<file path="config.mk">
export PLATFORM = sky130hd
export DESIGN_NAME = ival_timer
export DESIGN_NICKNAME = d
export VERILOG_FILES = /design/src/rtl/ival_timer_pkg.sv /design/src/rtl/ival_wr_decode.sv /design/src/rtl/ival_down_cnt.sv /design/src/rtl/ival_irq_flag.sv /design/src/rtl/ival_timer.sv
export SDC_FILE = /design/constraint.sdc
export NUM_CORES = 1
export LEC_CHECK = 0
export ABC_AREA = 1
export BUFFER_PORTS_ARGS = -buffer_cell sky130_fd_sc_hd__buf_2
export CORE_MARGIN = 3
export CORE_UTILIZATION = 61
export DETAILED_ROUTE_END_ITERATION = 8
export PLACE_DENSITY = 0.87
export RECOVER_POWER = 25
export SETUP_SLACK_MARGIN = 0.2
export SYNTH_ARGS = -nofsm -noshare
export SYNTH_HDL_FRONTEND = slang
export SYNTH_HIERARCHICAL = 1
export SYNTH_SLANG_ARGS = --single-unit
export TNS_END_PERCENT = 30
</file>
<file path="constraint.sdc">
create_clock -name clk_i -period 3.2 [get_ports clk_i]
set_clock_uncertainty 0.05 [all_clocks]
set_input_delay 0.48 -clock clk_i [delete_from_list [all_inputs] [get_ports clk_i]]
set_output_delay 0.48 -clock clk_i [all_outputs]
set_load 0.02 [all_outputs]
</file>
<file path="src/rtl/ival_timer_pkg.sv">
package ival_timer_pkg;
  localparam int unsigned DATA_W  = 32;
  localparam int unsigned IVAL_W  = 24;
  localparam int unsigned FORCE_B = 31;

  typedef struct packed {
    logic              load;    // copy ld_val into count now
    logic              halt;    // stop at once
    logic [IVAL_W-1:0] ld_val;  // interval minus one
  } wr_ctl_t;
endpackage

</file>
<file path="src/rtl/ival_wr_decode.sv">
module ival_wr_decode
  import ival_timer_pkg::*;
(
  input  logic              wr_en_i,
  input  logic [DATA_W-1:0] wr_data_i,
  input  logic              running_i,
  output wr_ctl_t           ctl_o,
  output logic [IVAL_W-1:0] ival_wr_o
);
  logic [IVAL_W-1:0] val;
  logic              frc;
  logic              nz;

  assign val       = wr_data_i[IVAL_W-1:0];
  assign frc       = wr_data_i[FORCE_B];
  assign nz        = |val;
  assign ival_wr_o = val;

  always_comb begin
    ctl_o        = '0;
    ctl_o.ld_val = val - 1'b1;
    if (wr_en_i) begin
      if (!running_i) ctl_o.load = nz;
      else if (frc) begin
        ctl_o.load = nz;
        ctl_o.halt = !nz;
      end
    end
  end
endmodule

</file>
<file path="src/rtl/ival_down_cnt.sv">
module ival_down_cnt
  import ival_timer_pkg::*;
(
  input  logic              clk_i,
  input  logic              rst_ni,
  input  wr_ctl_t           ctl_i,
  input  logic              repeat_i,
  input  logic [IVAL_W-1:0] ival_next_i,
  output logic [IVAL_W-1:0] count_o,
  output logic              running_o,
  output logic              expire_o
);
  logic [IVAL_W-1:0] cnt_q;
  logic              run_q;

  assign expire_o  = run_q && (cnt_q == '0);
  assign count_o   = cnt_q;
  assign running_o = run_q;

  always_ff @(posedge clk_i or negedge rst_ni) begin
    if (!rst_ni) begin
      cnt_q <= '0;
      run_q <= 1'b0;
    end else if (ctl_i.halt) begin
      cnt_q <= '0;
      run_q <= 1'b0;
    end else if (ctl_i.load) begin
      cnt_q <= ctl_i.ld_val;
      run_q <= 1'b1;
    end else if (expire_o) begin
      if (repeat_i && (ival_next_i != '0)) cnt_q <= ival_next_i - 1'b1;
      else run_q <= 1'b0;
    end else if (run_q) begin
      cnt_q <= cnt_q - 1'b1;
    end
  end
endmodule

</file>
<file path="src/rtl/ival_irq_flag.sv">
module ival_irq_flag (
  input  logic clk_i,
  input  logic rst_ni,
  input  logic set_i,
  input  logic clr_i,
  output logic irq_o
);
  always_ff @(posedge clk_i or negedge rst_ni) begin
    if (!rst_ni)    irq_o <= 1'b0;
    else if (set_i) irq_o <= 1'b1;  // set wins over clear
    else if (clr_i) irq_o <= 1'b0;
  end
endmodule

</file>
<file path="src/rtl/ival_timer.sv">
module ival_timer
  import ival_timer_pkg::*;
(
  input  logic        clk_i,
  input  logic        rst_ni,
  input  logic        wr_en_i,
  input  logic [31:0] wr_data_i,
  input  logic        repeat_i,
  input  logic        irq_clr_i,
  output logic [31:0] ival_o,
  output logic [23:0] count_o,
  output logic        running_o,
  output logic        irq_o
);
  wr_ctl_t           ctl;
  logic [IVAL_W-1:0] ival_q;
  logic [IVAL_W-1:0] ival_wr;
  logic [IVAL_W-1:0] ival_next;
  logic              expire;

  assign ival_next = wr_en_i ? ival_wr : ival_q;
  assign ival_o    = {{(DATA_W-IVAL_W){1'b0}}, ival_q};

  always_ff @(posedge clk_i or negedge rst_ni) begin
    if (!rst_ni) ival_q <= '0;
    else         ival_q <= ival_next;
  end

  ival_wr_decode u_dec (
    .wr_en_i   (wr_en_i),
    .wr_data_i (wr_data_i),
    .running_i (running_o),
    .ctl_o     (ctl),
    .ival_wr_o (ival_wr)
  );

  ival_down_cnt u_cnt (
    .clk_i       (clk_i),
    .rst_ni      (rst_ni),
    .ctl_i       (ctl),
    .repeat_i    (repeat_i),
    .ival_next_i (ival_next),
    .count_o     (count_o),
    .running_o   (running_o),
    .expire_o    (expire)
  );

  ival_irq_flag u_irq (
    .clk_i  (clk_i),
    .rst_ni (rst_ni),
    .set_i  (expire),
    .clr_i  (irq_clr_i),
    .irq_o  (irq_o)
  );
endmodule

</file>
==> results of run 1 <==
[final cells by class]
| type | instances | area [um2] | area share, % |
|---|---|---|---|
| tap | 99 | 123.9 | 2.506 |
| sequential | 50 | 1251 | 25.32 |
| clock buffer | 5 | 68.82 | 1.392 |
| inverter | 93 | 356.6 | 7.215 |
| clock inverter | 3 | 21.27 | 0.4304 |
| multi-input combinational | 533 | 2678 | 54.18 |
| timing repair buffer | 86 | 442.9 | 8.962 |
[metal layers]
layer | track usage (%) | up-vias
li1 | - | 2307
met1 | 44.58 | 2214
met2 | 52.25 | 289
met3 | 3.862 | 43
met4 | 16.00 | 0
met5 | 0 | -
[sequential cells by signal, summed over array words and instances (netlist names)]
name	count
u_cnt/count_o	24
ival_q	24
u_cnt/running_o	1
u_irq/irq_o	1
[cells by family (layout without fill, tap and decap cells)]
| group | count (synthesis) | count (layout) |
|---|---|---|
| compound gates | 75 | 75 |
| buf+inv | 138 | 187 |
| other cells | 1 | 8 |
| fa+ha+maj | 3 | 3 |
| simple gates | 432 | 432 |
| flops | 50 | 50 |
| xor+xnor | 15 | 15 |
[final timing paths]
path | startpoint | endpoint | depth (start not counted) | slack [ps]
min in group asynchronous | rst_ni | ival_q[8] | 1 | 390
worst min-delay path | irq_clr_i | u_irq/irq_o | 4 | 360
worst max-delay path | wr_en_i | u_cnt/count_o[13] | 12 | 380
max in group asynchronous | rst_ni | u_cnt/count_o[11] | 1 | 1910
worst min register to register | u_irq/irq_o | u_irq/irq_o | 2 | 440
worst max register to register | u_cnt/count_o[5] | u_cnt/count_o[6] | 16 | 550
[synth_stat cells, drive strengths merged]
library cell	instances
nor2	118
buf	42
nor4	2
o21ai	21
nand3	54
dfrtp	50
a22oi	13
inv	93
nand3b	3
xor2	10
a21oi	39
xnor2	5
nand4	10
clkbuf	3
a21boi	1
nand2	243
ha	3
o21a	1
conb	1
nor3	2
[stage by stage]
step / area [um2] / hold slack [ps] / total power (uW) / instances
2_1_floorplan: 4658 / 134.4 / 1526 / 721
3_3_place_gp: 4875 / 400.5 / 1766 / 861
4_1_cts: 4965 / 354.8 / 2187 / 869
3_5_place_dp: 4875 / 425.8 / 1792 / 861
6_report: 4942 / 357.7 / 2186 / 869
5_1_grt: 4942 / 369.2 / 2337 / 869
[report_power, final]
| group | leakage (uW) | total [uW] | internal [uW] | switching, uW |
|---|---|---|---|---|
| clock network | 0.0000441 | 388 | 154 | 233 |
| registers | 0.000609 | 797 | 721 | 76.1 |
| logic | 0.00209 | 1000 | 297 | 705 |
| total | 0.00275 | 2190 | 1170 | 1010 |
[worst max-delay path, cell delays in order]
cell and delay, ps:
clkbuf_1 510, inv_8 170, nand2_1 110, nand2_1 130, nor4_1 420, nand4_1 140
nand2_1 80, a21oi_1 100, nor2_4 290, buf_4 260, a21oi_1 70, a22oi_1 220
[timing repair]
| item | in CTS | in global routing |
|---|---|---|
| hold buffers | 0 | 0 |
| setup endpoints to repair | 0 | 1 |
| gates resized for setup | 0 | 1 |
| buffers inserted | 0 | 0 |
==> results.txt, run 1 <==
TNS Setup -> 0 ps
Syn Inst Count -> 714
most frequent cells in the layout -> 212 x nand2_1, 86 x nor2_1, 77 x buf_2
Area Overhead vs Synth -> 6.699%
fmax -> 354.9 MHz
data arrival time of the worst path -> 2980 ps
simple-gate area share of the yosys netlist -> 44.71%
type of the worst setup path -> in2reg
Initial Utilization -> 63.52%
area of the mapped netlist -> 4632 um2
Die Footprint -> 8675 um2
die width -> 93.14 um
register bit total from synthesis -> 50
max_cap viols -> 0
max_slew headroom -> 11.54%
WP data required -> 3360 ps
DR iter-0 viols -> 481
# IOs -> 95
ANT nets after route -> 0
final setup vio count -> 0
Critical Path Sink Type -> flop
Die Ht -> 93.14 um
most area-hungry cell type in the Yosys netlist -> dfrtp_1
Pleak -> 0.002748 uW
commonest non-fill, non-tap cell in the layout -> nand2_1
Skew-Pair Late Insertion Delay -> 310 ps
Ys Warns -> 6
mux cell area share after synthesis -> 0%
clk sinks -> 50
final wirelength -> 13,940 um
largest net degree at the start of global routing -> 51
post-route setup slack -> 382.0 ps
number of cell rows -> 31
DR top layer -> met4
I/O Buffers -> 79
Peak VDD IR -> 0.0002271 V
max-slew violation count -> 0
diode count -> 0
Avg Cell Area, Syn -> 6.487 um2
CTS tree -> yes
Cell Pwr Density -> 442.3 nW/um2
adder-cell area share of the yosys netlist -> 0.8104%
grt total ovfl -> 0
Post-Place Setup Slack -> 437.8 ps
CTS Buffer Depth -> 2
cts bufs inserted -> 5
Synth area leaders -> dfrtp_1 27%, nand2_1 17%, nor2_1 7.0%
Hold Path Class -> in2reg
number of remaining DRC errors -> 0
final hold vios -> 0
fin crit share -> 88.06%
routability cong. -> 0.9610
largest family of logic cells by synthesized area -> simple AND/OR/NAND/NOR gates
met3 WL -> 1290 um
DRT Pass-1 Iters -> 5
clk root buf -> clkbuf_8
Vias -> 4,853
Core Area -> 7292 um2
post-synth cell types -> 37
DP HPWL -> 10,950 um
measured slew at the worst slew-check pin -> 1327 ps
vias in the first global route -> 4,544
GRT Total Usage -> 32.92%
routed vias/inst -> 5.585
status -> completed
H-tree level count -> 2
unrepaired setup endpoints after global routing -> false
DR WL/cell -> 16.04 um
met2 WL post-DR -> 6418 um
Synth top area share -> 27.01%
Routed met1 length -> 5631 um
Final Critical Period -> 2818 ps
nets@finish -> 809
Worst Setup Start Kind -> primary input
initial antenna violation count -> 0
Util after Layout -> 67.78%
final-layout fill cell count -> 707
first-pass GRT wire length -> 22,360 um
share of cells above drive strength 1 -> 23.64%
Compound-Gate Fraction of Synth Area -> 9.184%
worst-path fanout max -> 24
register area share after synthesis -> 27.01%
post-synthesis xor/xnor area fraction -> 2.836%
Reg clk slew, reported paths -> 90 ps
Note: power is estimated with default switching activity, not from simulation.
==> run 2, diff against run 1 <==
--- a/config.mk
+++ b/config.mk
@@ -8,13 +8,12 @@
 export ABC_AREA = 1
 export BUFFER_PORTS_ARGS = -buffer_cell sky130_fd_sc_hd__buf_2
 export CORE_MARGIN = 3
-export CORE_UTILIZATION = 61
+export CORE_UTILIZATION = 58
 export DETAILED_ROUTE_END_ITERATION = 8
-export PLACE_DENSITY = 0.87
+export PLACE_DENSITY = 0.86
 export RECOVER_POWER = 25
 export SETUP_SLACK_MARGIN = 0.2
 export SYNTH_ARGS = -nofsm -noshare
 export SYNTH_HDL_FRONTEND = slang
-export SYNTH_HIERARCHICAL = 1
 export SYNTH_SLANG_ARGS = --single-unit
 export TNS_END_PERCENT = 30
==> run 2 against run 1 <==
Compared with the run above: die area decreased by 13%; cell count fell by 19%; cell area down 15%; synthesized cell count fell by 23%; core utilization rose by 0.90 points; global-route usage is 4.6 points lower; register-to-register slack gained 90 ps; sequential power is 2% lower; worst setup slack better by 260 ps; clock-buffer cell count is 2 higher.
==> results.txt, run 2 <==
final-layout fill cell count -> 536 (-24%)
Syn Inst Count -> 549 (-23%)
Net Switching -> 782.5 uW (-23%)
status -> completed
Initial Utilization -> 61.80% (-1.7 points)
Synth top area share -> 33.03% (+6.0 points)
final setup vio count -> 0 (unchanged)
TNS Setup -> 0 ps (unchanged)
Commonest cells post-synth -> 143 x nand2_1, 81 x inv_1, 61 x nand3_1, 52 x nor2_1, 50 x dfrtp_1
initial antenna violation count -> 0 (unchanged)
cell mode on critical path -> nand2_1
DR WL/cell -> 14.63 um (-8.7%)
Pleak -> 0.002229 uW (-19%)
type of the worst setup path -> reg2reg
number of cell rows -> 28 (-9.7%)
Cell Pwr Density -> 450.3 nW/um2 (+1.8%)
unrepaired setup endpoints after global routing -> false
Top FF cell, synth -> dfrtp_1
# IOs -> 95 (unchanged)
Die Ht -> 86.82 um (-6.8%)
register area share after synthesis -> 33.03% (+6.0 points)
post-synthesis xor/xnor area fraction -> 0.4624% (-2.4 points)
fmax -> 390.4 MHz (+10%)
adder-cell area share of the yosys netlist -> 0.3303% (-0.48 points)
measured slew at the worst slew-check pin -> 1135 ps (-192.2 ps)
final hold vios -> 0 (unchanged)
count leader, synth -> nand2_1
most area-hungry cell type in the Yosys netlist -> dfrtp_1
CTS Buffer Depth -> 2 (unchanged)
max_cap viols -> 0 (unchanged)
largest net degree at the start of global routing -> 51 (unchanged)
Hold Path Class -> in2async
routability cong. -> 0.9423 (-1.9%)
DR iter-0 viols -> 397 (-17%)
Worst Setup Start Kind -> flop
ys async rst share -> 100.0% (unchanged)
die width -> 86.82 um (-6.8%)
clk sinks -> 50 (unchanged)
Critical Path Sink Type -> flop
Die Footprint -> 7538 um2 (-13%)
Hold WS -> 327.1 ps (-30.60 ps)
nets@finish -> 662 (-18%)
P_int -> 1113 uW (-5.0%)
RR Startpoint -> u_cnt.count_o[3]
Skew-Pair Late Insertion Delay -> 310 ps (about the same)
ANT nets after route -> 0 (unchanged)
worst-path fanout max -> 18 (-25%)
most frequent cells in the layout -> 143 x nand2_1, 82 x inv_1, 79 x buf_2
max_slew headroom -> 24.35% (+13 points)
EDFF count, synth -> 0 (unchanged)
fin crit share -> 80.05% (-8.0 points)
Post-CTS Resized -> 0 (unchanged)
Reg clk slew, reported paths -> 100 ps (about the same)
max-slew violation count -> 0 (unchanged)
clk root buf -> clkbuf_8
share of cells above drive strength 1 -> 26.40% (+2.8 points)
number of remaining DRC errors -> 0 (unchanged)
register bit total from synthesis -> 50 (unchanged)
Core Area -> 6131 um2 (-16%)
post-synth cell types -> 32 (-14%)
Switching Share -> 41.27% (-5.1 points)
commonest non-fill, non-tap cell in the layout -> nand2_1
Area Overhead vs Synth -> 11.13%
Avg Cell Area, Syn -> 6.901 um2 (+6.4%)
cts bufs inserted -> 5 (unchanged)
CTS Hold Buffers Added -> 0 (unchanged)
Peak VDD IR -> 0.0004058 V (+79%)
CTS tree -> yes
vias in the first global route -> 3,576 (-21%)
crit path max-delay cell type -> dfrtp_1
Final Critical Period -> 2561 ps (-256.5 ps)
Synth area leaders -> dfrtp_1 33%, nand2_1 14%, nand3_1 8.1%
DP HPWL -> 8029 um (-27%)
final instance area -> 4210 um2 (-15%)
area of the mapped netlist -> 3789 um2 (-18%)
Setup Buffers After CTS -> 0 (unchanged)
routed vias/inst -> 5.441 (-2.6%)
Critical path origin -> u_cnt.count_o[3]
final wirelength -> 10,240 um (-26%)
Compound-Gate Fraction of Synth Area -> 8.686% (-0.50 points)
placed cell areas -> 4123 um2 (-15%)
CP max stage delay -> 390 ps (-120 ps)
first-pass GRT wire length -> 16,660 um (-26%)
Vias -> 3,809 (-22%)
data arrival time of the worst path -> 2690 ps (-290 ps)
grt total ovfl -> 0 (unchanged)
GRT Total Usage -> 28.36% (-4.6 points)
WP data required -> 3330 ps (-30 ps)
H-tree level count -> 2 (unchanged)
largest family of logic cells by synthesized area -> simple AND/OR/NAND/NOR gates
sequential power share -> 41.2% (+4.8 points)
simple-gate area share of the yosys netlist -> 42.80% (-1.9 points)
diode count -> 0 (unchanged)
mux cell area share after synthesis -> 0% (unchanged)
critical path, cell by cell -> inv_1 > nand2_1 > nor2_1 > nand2_1 > nor2_4 > nand3_1 > nand2_1 > nand2_1 > nand2_1 > inv_1 > ha_1 > inv_1 > nor2_4 > nand3b_1 > nand2_1 > nand2_1 > o22ai_1
Clk pwr share -> 20.7% (+3.0 points)
I/O Buffers -> 79 (unchanged)
DRT Pass-1 Iters -> 5 (unchanged)
combinational cell fraction of total power -> 38.1% (-7.7 points)
Ys Warns -> 0 (-6)
==> run 2: changes by cell type in the layout (fill, tap and decap cells not counted), moves of 12 or more <==
cell / previous run / this run
a21oi_1: 37 / 1
a22oi_1: 12 / 0
nand2_1: 212 / 143
nand3_1: 48 / 61
nor2_1: 86 / 52
nor2_2: 19 / 5
==> run 2: worst max-delay path: cells and delay by family (launching register included) <==
family          cells  cell delay [ps]
buf+inv             3              300
fa+ha+maj           1              190
compound gates      1               60
simple gates       12             1440
flops               1              390
==> run 2: worst paths after layout <==
kind	cells past startpoint	to	slack (ps)
hold reg to reg	2	u_cnt.count_o[16]	470
min in group clk_i	2	u_irq.irq_o	330
setup reg to reg	17	u_cnt.count_o[10]	640
setup / recovery	17	u_cnt.count_o[10]	640
max in group asynchronous	1	u_cnt.count_o[6]	2070
hold / removal	1	ival_q[19]	330
==> run 2: cell type report <==
class                      count  area (um2)  share of cell area [%]
sequential                    50        1251                   29.72
inverter                      91       341.6                   8.113
clock inverter                 1       5.005                  0.1189
clock buffer                   7       86.33                   2.051
multi-input combinational    393        2007                   47.67
timing repair buffer          83       425.4                   10.10
tap                           75       93.84                   2.229
==> run 2: logic make-up (layout without fill, tap and decap cells) <==
group	Yosys count	after routing
AND/OR/NAND/NOR	326	326
buffers and inverters	113	182
AO/OA/AOI/OAI	56	56
flip-flops	50	50
XOR/XNOR	2	2
adder cells (fa/ha/maj)	1	1
other	1	8
==> run 2: through the flow <==
step	worst slack (ps)	total power, uW	instances	utilization [%]
3_5_place_dp	386.1	1509	692	67.24
5_1_grt	353.2	2015	700	68.67
2_1_floorplan	1049	1298	556	-
6_report	638.5	1896	700	68.67
4_1_cts	677.7	1897	700	68.73
3_3_place_gp	465.9	1491	692	67.24
==> run 2: per-layer routing <==
metal / part of all wire [%] / up-vias / global-route usage, %
met5: 0 / - / 0
met4: 2.2 / 0 / 10.20
met3: 7.2 / 21 / 4.468
met2: 50 / 178 / 50.03
met1: 41 / 1753 / 34.69
li1: - / 1857 / -
==> run 2: power by group through the flow <==
stage	clock network [uW]	registers, uW	logic [uW]
6_report	392	780	723
5_1_grt	424	790	801
4_1_cts	394	780	723
3_5_place_dp	0	792	717
3_3_place_gp	0	788	703
2_1_floorplan	0	892	406
